===== src/rtl/prd_pkg.sv =====
package prd_pkg;
  typedef enum logic [1:0] {
    ST_OK       = 2'd0,
    ST_EMPTY    = 2'd1,
    ST_OVERFLOW = 2'd2,
    ST_ALIGN    = 2'd3
  } doneStatus_e;

  typedef struct packed {
    logic loadSeg;
    logic stepChunk;
    logic patchLast;
    logic clrCnt;
  } prdStrobes_t;
endpackage


===== src/rtl/prd_datapath.sv =====
module prd_datapath
  import prd_pkg::*;
#(
  parameter int MAX_ENTRIES = 256,
  parameter int IDX_W = $clog2(MAX_ENTRIES),
  parameter int CNT_W = IDX_W + 1
) (
  input  logic             clk,
  input  logic             rstN,
  input  logic             altMode,
  input  logic [31:0]      segAddr,
  input  logic [31:0]      segLen,
  input  logic             segLast,
  input  prdStrobes_t      strb,
  output logic             chunkTail,
  output logic             cntFull,
  output logic             cntZero,
  output logic             inMisaligned,
  output logic             inLenZero,
  output logic             segIsLast,
  output logic [IDX_W-1:0] wrIdx,
  output logic [31:0]      wrAddr,
  output logic [31:0]      wrCount,
  output logic [CNT_W-1:0] entryCnt
);
  localparam logic [16:0] WINDOW = 17'h10000;
  localparam logic [CNT_W-1:0] CNT_MAX = CNT_W'(MAX_ENTRIES);

  logic [31:0]      curAddr, remLen, lastAddr, lastWord;
  logic [CNT_W-1:0] cnt;
  logic             segIsLastQ;
  logic [16:0]      room, chunk17;
  logic [31:0]      chunk32, pieceWord;
  logic [15:0]      altCnt;
  logic             isFinal;
  logic [CNT_W-1:0] cntPrev;

  // Bytes left before the next 64 KiB boundary; the piece is the smaller
  // of that room and what remains of the segment.
  always_comb begin
    room      = WINDOW - {1'b0, curAddr[15:0]};
    chunkTail = remLen <= {15'd0, room};
    chunk17   = chunkTail ? remLen[16:0] : room;
    chunk32   = {15'd0, chunk17};
    isFinal   = segIsLastQ & chunkTail;
    altCnt    = {1'b0, chunk17[16:2]} - 16'd1;
    if (altMode) pieceWord = {altCnt, 16'h0000};
    else         pieceWord = {isFinal, 15'd0, chunk17[15:0]};
  end

  always_comb begin
    cntPrev = cnt - CNT_W'(1);
    if (strb.patchLast) begin
      wrIdx   = cntPrev[IDX_W-1:0];
      wrAddr  = lastAddr;
      wrCount = lastWord | 32'h8000_0000;
    end else begin
      wrIdx   = cnt[IDX_W-1:0];
      wrAddr  = curAddr;
      wrCount = pieceWord;
    end
  end

  assign inMisaligned = altMode ? (|{segAddr[1:0], segLen[1:0]})
                                : (segAddr[0] | segLen[0]);
  assign inLenZero = (segLen == 32'd0);
  assign cntFull   = (cnt == CNT_MAX);
  assign cntZero   = (cnt == '0);
  assign segIsLast = segIsLastQ;
  assign entryCnt  = cnt;

  always_ff @(posedge clk) begin
    if (!rstN) begin
      curAddr    <= '0;
      remLen     <= '0;
      lastAddr   <= '0;
      lastWord   <= '0;
      cnt        <= '0;
      segIsLastQ <= 1'b0;
    end else begin
      if (strb.loadSeg) begin
        curAddr    <= segAddr;
        remLen     <= segLen;
        segIsLastQ <= segLast;
      end else if (strb.stepChunk) begin
        curAddr  <= curAddr + chunk32;
        remLen   <= remLen - chunk32;
        lastAddr <= curAddr;
        lastWord <= pieceWord;
      end
      if (strb.clrCnt)         cnt <= '0;
      else if (strb.stepChunk) cnt <= cnt + CNT_W'(1);
    end
  end

  // a written piece never runs past its 64 KiB window
  a_r1_no_cross: assert property (@(posedge clk) disable iff (!rstN)
    strb.stepChunk |-> ({1'b0, curAddr[15:0]} + chunk17) <= {1'b0, WINDOW});
  // normal encoding leaves bits 30:16 clear
  a_r2_norm_upper: assert property (@(posedge clk) disable iff (!rstN)
    (strb.stepChunk && !altMode) |-> (wrCount[30:16] == 15'd0));
  // alternate encoding never carries the end marker
  a_r4_alt_no_end: assert property (@(posedge clk) disable iff (!rstN)
    (strb.stepChunk && altMode) |-> (!wrCount[31] && wrCount[15:0] == 16'd0));
  // the entry count stays within capacity
  a_r5_cnt_bound: assert property (@(posedge clk) disable iff (!rstN)
    cnt <= CNT_MAX);
endmodule


===== src/rtl/prd_control.sv =====
module prd_control
  import prd_pkg::*;
(
  input  logic        clk,
  input  logic        rstN,
  input  logic        altMode,
  input  logic        segValid,
  input  logic        segLast,
  input  logic        chunkTail,
  input  logic        cntFull,
  input  logic        cntZero,
  input  logic        inMisaligned,
  input  logic        inLenZero,
  input  logic        segIsLast,
  output logic        segReady,
  output prdStrobes_t strb,
  output logic        descWrEn,
  output logic        done,
  output doneStatus_e doneStatus
);
  typedef enum logic [1:0] {S_IDLE, S_SPLIT, S_PATCH, S_DRAIN} state_e;

  state_e      state, stateNext;
  logic        doneQ, doneNext, pendDrain, pendDrainNext;
  doneStatus_e statusQ, statusNext;
  logic        accept;

  assign segReady = (state == S_IDLE || state == S_DRAIN) && !doneQ;
  assign accept   = segValid && segReady;

  always_comb begin
    stateNext     = state;
    pendDrainNext = pendDrain;
    doneNext      = 1'b0;
    statusNext    = statusQ;
    strb          = '0;
    strb.clrCnt   = doneQ;
    unique case (state)
      S_IDLE: if (accept) begin
        if (inLenZero) begin
          if (cntZero) begin
            doneNext   = 1'b1;
            statusNext = ST_EMPTY;
            stateNext  = segLast ? S_IDLE : S_DRAIN;
          end else if (!altMode) begin
            stateNext     = S_PATCH;
            pendDrainNext = !segLast;
          end else begin
            doneNext   = 1'b1;
            statusNext = ST_OK;
            stateNext  = segLast ? S_IDLE : S_DRAIN;
          end
        end else if (inMisaligned) begin
          doneNext   = 1'b1;
          statusNext = ST_ALIGN;
          stateNext  = segLast ? S_IDLE : S_DRAIN;
        end else begin
          strb.loadSeg = 1'b1;
          stateNext    = S_SPLIT;
        end
      end
      S_SPLIT: begin
        if (cntFull) begin
          doneNext   = 1'b1;
          statusNext = ST_OVERFLOW;
          stateNext  = segIsLast ? S_IDLE : S_DRAIN;
        end else begin
          strb.stepChunk = 1'b1;
          if (chunkTail) begin
            stateNext = S_IDLE;
            if (segIsLast) begin
              doneNext   = 1'b1;
              statusNext = ST_OK;
            end
          end
        end
      end
      S_PATCH: begin
        strb.patchLast = 1'b1;
        doneNext       = 1'b1;
        statusNext     = ST_OK;
        stateNext      = pendDrain ? S_DRAIN : S_IDLE;
      end
      S_DRAIN: if (accept && segLast) stateNext = S_IDLE;
      default: stateNext = S_IDLE;
    endcase
  end

  always_ff @(posedge clk) begin
    if (!rstN) begin
      state     <= S_IDLE;
      doneQ     <= 1'b0;
      statusQ   <= ST_OK;
      pendDrain <= 1'b0;
    end else begin
      state     <= stateNext;
      doneQ     <= doneNext;
      statusQ   <= statusNext;
      pendDrain <= pendDrainNext;
    end
  end

  assign descWrEn   = strb.stepChunk | strb.patchLast;
  assign done       = doneQ;
  assign doneStatus = statusQ;

  // no segment is taken while a descriptor is being written
  a_r8_no_accept_on_write: assert property (@(posedge clk) disable iff (!rstN)
    descWrEn |-> !segReady);
  // done lasts exactly one cycle
  a_r9_done_pulse: assert property (@(posedge clk) disable iff (!rstN)
    doneQ |=> !doneQ);
  // an empty report only with no entries counted
  a_r6_empty_zero: assert property (@(posedge clk) disable iff (!rstN)
    (doneQ && statusQ == ST_EMPTY) |-> cntZero);
endmodule


===== src/rtl/prd_builder.sv =====
module prd_builder
  import prd_pkg::*;
#(
  parameter int MAX_ENTRIES = 256,
  localparam int IDX_W = $clog2(MAX_ENTRIES),
  localparam int CNT_W = IDX_W + 1
) (
  input  logic             clk,
  input  logic             rstN,
  input  logic             altMode,
  input  logic             segValid,
  output logic             segReady,
  input  logic [31:0]      segAddr,
  input  logic [31:0]      segLen,
  input  logic             segLast,
  output logic             descWrEn,
  output logic [IDX_W-1:0] descWrIdx,
  output logic [31:0]      descWrAddr,
  output logic [31:0]      descWrCount,
  output logic             done,
  output logic [CNT_W-1:0] doneCount,
  output logic [1:0]       doneStatus
);
  prdStrobes_t strb;
  logic chunkTail, cntFull, cntZero, inMisaligned, inLenZero, segIsLast;
  doneStatus_e statusE;

  prd_datapath #(.MAX_ENTRIES(MAX_ENTRIES), .IDX_W(IDX_W), .CNT_W(CNT_W)) u_dp (
    .clk(clk), .rstN(rstN), .altMode(altMode),
    .segAddr(segAddr), .segLen(segLen), .segLast(segLast), .strb(strb),
    .chunkTail(chunkTail), .cntFull(cntFull), .cntZero(cntZero),
    .inMisaligned(inMisaligned), .inLenZero(inLenZero), .segIsLast(segIsLast),
    .wrIdx(descWrIdx), .wrAddr(descWrAddr), .wrCount(descWrCount),
    .entryCnt(doneCount)
  );

  prd_control u_ctl (
    .clk(clk), .rstN(rstN), .altMode(altMode),
    .segValid(segValid), .segLast(segLast),
    .chunkTail(chunkTail), .cntFull(cntFull), .cntZero(cntZero),
    .inMisaligned(inMisaligned), .inLenZero(inLenZero), .segIsLast(segIsLast),
    .segReady(segReady), .strb(strb), .descWrEn(descWrEn),
    .done(done), .doneStatus(statusE)
  );

  assign doneStatus = statusE;
endmodule


===== config.mk =====
export PLATFORM = sky130hd
export DESIGN_NAME = prd_builder
export DESIGN_NICKNAME = d
export VERILOG_FILES = /design/src/rtl/prd_pkg.sv /design/src/rtl/prd_datapath.sv /design/src/rtl/prd_control.sv /design/src/rtl/prd_builder.sv
export SDC_FILE = /design/constraint.sdc
export NUM_CORES = 1
export LEC_CHECK = 0
export BUFFER_PORTS_ARGS = -buffer_cell sky130_fd_sc_hd__buf_2
export CAP_MARGIN = 10
export CORE_MARGIN = 2
export CORE_UTILIZATION = 30
export CTS_BUF_LIST = sky130_fd_sc_hd__clkbuf_4 sky130_fd_sc_hd__clkbuf_8
export DETAILED_ROUTE_END_ITERATION = 6
export PLACE_DENSITY = 0.54
export SYNTH_ARGS = -nofsm -noshare
export SYNTH_HDL_FRONTEND = slang
export SYNTH_SLANG_ARGS = --single-unit
export TNS_END_PERCENT = 10

===== constraint.sdc =====
create_clock -name clk -period 9.3 [get_ports clk]
set_clock_uncertainty 0.2 [all_clocks]
set_input_delay 1.395 -clock clk [delete_from_list [all_inputs] [get_ports clk]]
set_output_delay 1.395 -clock clk [all_outputs]
set_load 0.01 [all_outputs]

==> impl_metrics.csv <==
group,metric,value,unit
routing,drtPass1Iterations,6,
outcome,status,"finished, final reports clean",
sta,setup_viol,0,
routing,post-route-drc-count,0,
synthesis,netlist_instances,1420,
routing,vias,10500,
synthesis,synthArstFlopShare,0,
synthesis,synth_flop_cell,"dfxtp_1",
synthesis,synth_area_leaders,"dfxtp_1 (27%), nand2_1 (8.4%), a21oi_1 (8.1%)",
synthesis,ys_seq_area_frac,0.275,
global_routing,met2_usage,0.312,
clock_network,clk_pin_slew,0.08,ns
cells_and_area,area_delta_synth_final,14.1,%
clock_network,clock_latency,0.49,ns
floorplanning,dieArea,0.0363,mm2
synthesis,syn_area,0.0104,mm2
synthesis,synth_cell_types,77,
sta,timing.final.max_slew_violations,0,
place,numPortBuffers,154,
routing,wl_per_cell,18.8,um
place,routabilityCongestion,0.908,
clock_network,post_cts_buffers,0,
floorplanning,core_area,0.0344,mm2
synthesis,synth_largest_area_cell,"dfxtp_1",
critical_path,arrival,6.03,ns
sta,tightestPinTransition,1.14,ns
global_routing,grt_use_met1,0.288,
clock_network,cts_hold_buf,0,
synthesis,yosys_register_bits,143,
global_routing,grtUsageMet3,0.0388,
clock_network,cts_buffer_depth,2,
clock_network,cts_buffers,17,
global_routing,track_usage,0.205,
sta,rsz0062_at_grt,"false",
global_routing,antenna_found_initial,4,
routing,ant_nets,0,
sta,period_share,0.820,
critical_path,endpoint_kind,"output pin",
routing,routed_via_density,5.33,
synthesis,synth_commonest_cells,"nand2_1 (232), a21oi_1 (168), dfxtp_1 (143)",
sta,hold_violations,0,
sta,fin_ws,1.67,ns
floorplanning,io_pins,155,
clock_network,cts_tree,"built",
global_routing,grt_pass1_wl,57.3,mm
sta,min_period,7.63,ns
routing,drt_wl_total,37.2,mm
routing,drt_iter0_drc,841,
floorplanning,die-height,190,um
clock_network,cts_sinks,143,
critical_path,critical_path_class,"reg2out",
synthesis,syn_area_per_cell,7.34,um2
place,dp_slack,2.09,ns
critical_path,critPathMaxFanout,22,
synthesis,synth_edf_count,0,
cells_and_area,layout-drive-gt1-share,0.167,
global_routing,overflow,0,
flow_run,maxCapViolCount,0,
global_routing,busiest_layer,"met2",
synthesis,yosys.cell_count.top_type,"nand2_1",
global_routing,grt_start_max_net_pins,99,
clock_network,cts_max_level,4,
sta,setup-tns-final,0,ns
synthesis,synthesis.nets,1548,
hold_path,hold_class,"reg2reg",
critical_path,critPathLaunchType,"flop",
floorplanning,start_util,0.303,
place,dp_hpwl,27.3,mm
sta,slew_headroom,0.228,
cells_and_area,fillers,3719,
floorplanning,dieWidth,190,um
synthesis,ys_warn_count,0,
synthesis,synth_top_cell_area_share,0.275,
clock_network,root_buffer,"clkbuf_8",
clock_network,postCtsResizedCells,0,
global_routing,grt_pass1_vias,9778,
sta,fmaxAchievable,131,MHz
critical_path,cp.required,7.71,ns
floorplanning,num_rows,68,
cells_and_area,layout.nets,1638,
-- cell families after synthesis --
kind of cell,share of synthesized area
buffers and inverters,0.0535
muxes,0.0407
xor gates and xnor gates,0.0805
AOI/OAI and AO/OA,0.240
DFF,0.275
and+or+nand+nor,0.238
adders and majority gates,0.0732
-- worst max-delay path: stages (launching register included) --
cell       delay, ns
dfxtp_1         0.46
or4_1           0.63
nor3_1          0.21
nand3_1         0.15
nor2_1          0.16
xnor2_1         0.17
inv_1           0.07
ha_1            0.30
a21o_1          0.19
a21o_1          0.21
a2111oi_4       0.36
and3_1          0.36
o21a_1          0.44
buf_4           0.32
nand2_1         0.08
o21ai_1         0.36
inv_2           0.25
nand4b_4        0.18
nor2_1          0.09
xnor2_1         0.19
nand2_1         0.08
o21ai_1         0.12
buf_2           0.14
-- flip-flops by register name, indices dropped and copies added, names as in the netlist --
name              cells
u_ctl.done            1
u_ctl.doneStatus      2
u_ctl.pendDrain       1
u_ctl.state           2
u_dp.curAddr         32
u_dp.entryCnt         9
u_dp.lastAddr        32
u_dp.lastWord        31
u_dp.remLen          32
u_dp.segIsLast        1
-- final timing paths --
kind	start	end	slack (ns)	cells past startpoint
max	u_dp.curAddr[6]	descWrCount[30]	1.67	22
min	u_dp.lastAddr[10]	u_dp.lastAddr[10]	0.25	2
max reg2reg	u_dp.curAddr[6]	u_dp.curAddr[26]	1.98	24
min reg2reg	u_dp.lastAddr[10]	u_dp.lastAddr[10]	0.25	2
-- layout make-up --
cell class | instances | area, um2 | share of cell area
Sequential cell | 143 | 2860 | 0.241
Timing Repair Buffer | 165 | 853 | 0.0717
Clock inverter | 9 | 110 | 0.00925
Tap cell | 455 | 569 | 0.0478
Multi-Input combinational cell | 1135 | 7030 | 0.591
Clock buffer | 21 | 289 | 0.0243
Antenna cell | 1 | 2.50 | 0.000210
Inverter | 48 | 180 | 0.0151
-- layout by cell type (no fill, tap or decap), types with 4 or more instances in the layout --
cell type  netlist  layout
nand2_1        232     230
a21oi_1        168     168
buf_2           14     154
dfxtp_1        143     143
nor2_1         124     123
o21ai_0         71      71
xnor2_1         61      61
ha_1            57      56
inv_1           46      46
nand3_1         43      43
xor2_1          33      33
nor3_1          30      30
mux2_2          29      29
a21o_1          24      24
clkbuf_8         0      21
a211oi_1        20      20
o31ai_1         19      19
and3_1          18      18
or3_1           16      16
nor4_1          16      16
o211ai_1        15      15
o21ai_1         13      13
nand4_1         12      12
a311oi_1        12      12
a31oi_1         11      11
buf_4            2      11
and2_1           8       8
mux2i_1          7       7
or4_1            6       6
nand2b_1         6       6
o21bai_1         6       6
o21a_1           5       5
or2_2            4       4
nor3b_1          4       4
-- routing by layer --
| metal | up-vias | part of all wire |
|---|---|---|
| li1 | 5210 | - |
| met1 | 4914 | 0.47 |
| met2 | 352 | 0.44 |
| met3 | 54 | 0.067 |
| met4 | 4 | 0.028 |
| met5 | - | 0.00073 |
-- per-stage QoR --
stage                     std cells   util  area, um2  hold WS (ns)
final                          1977  0.346      11900         0.255
after global routing           1976  0.346      11900         0.275
after CTS                      1976  0.346      11900         0.257
after detailed placement       1946  0.334      11500         0.245
after global placement         1946  0.334      11500         0.238
after floorplan                1420      -      10400         0.233
Power is left out: the tool's default activity adds up to more than one toggle a clock period on the data nets, which glitch-free logic cannot reach.
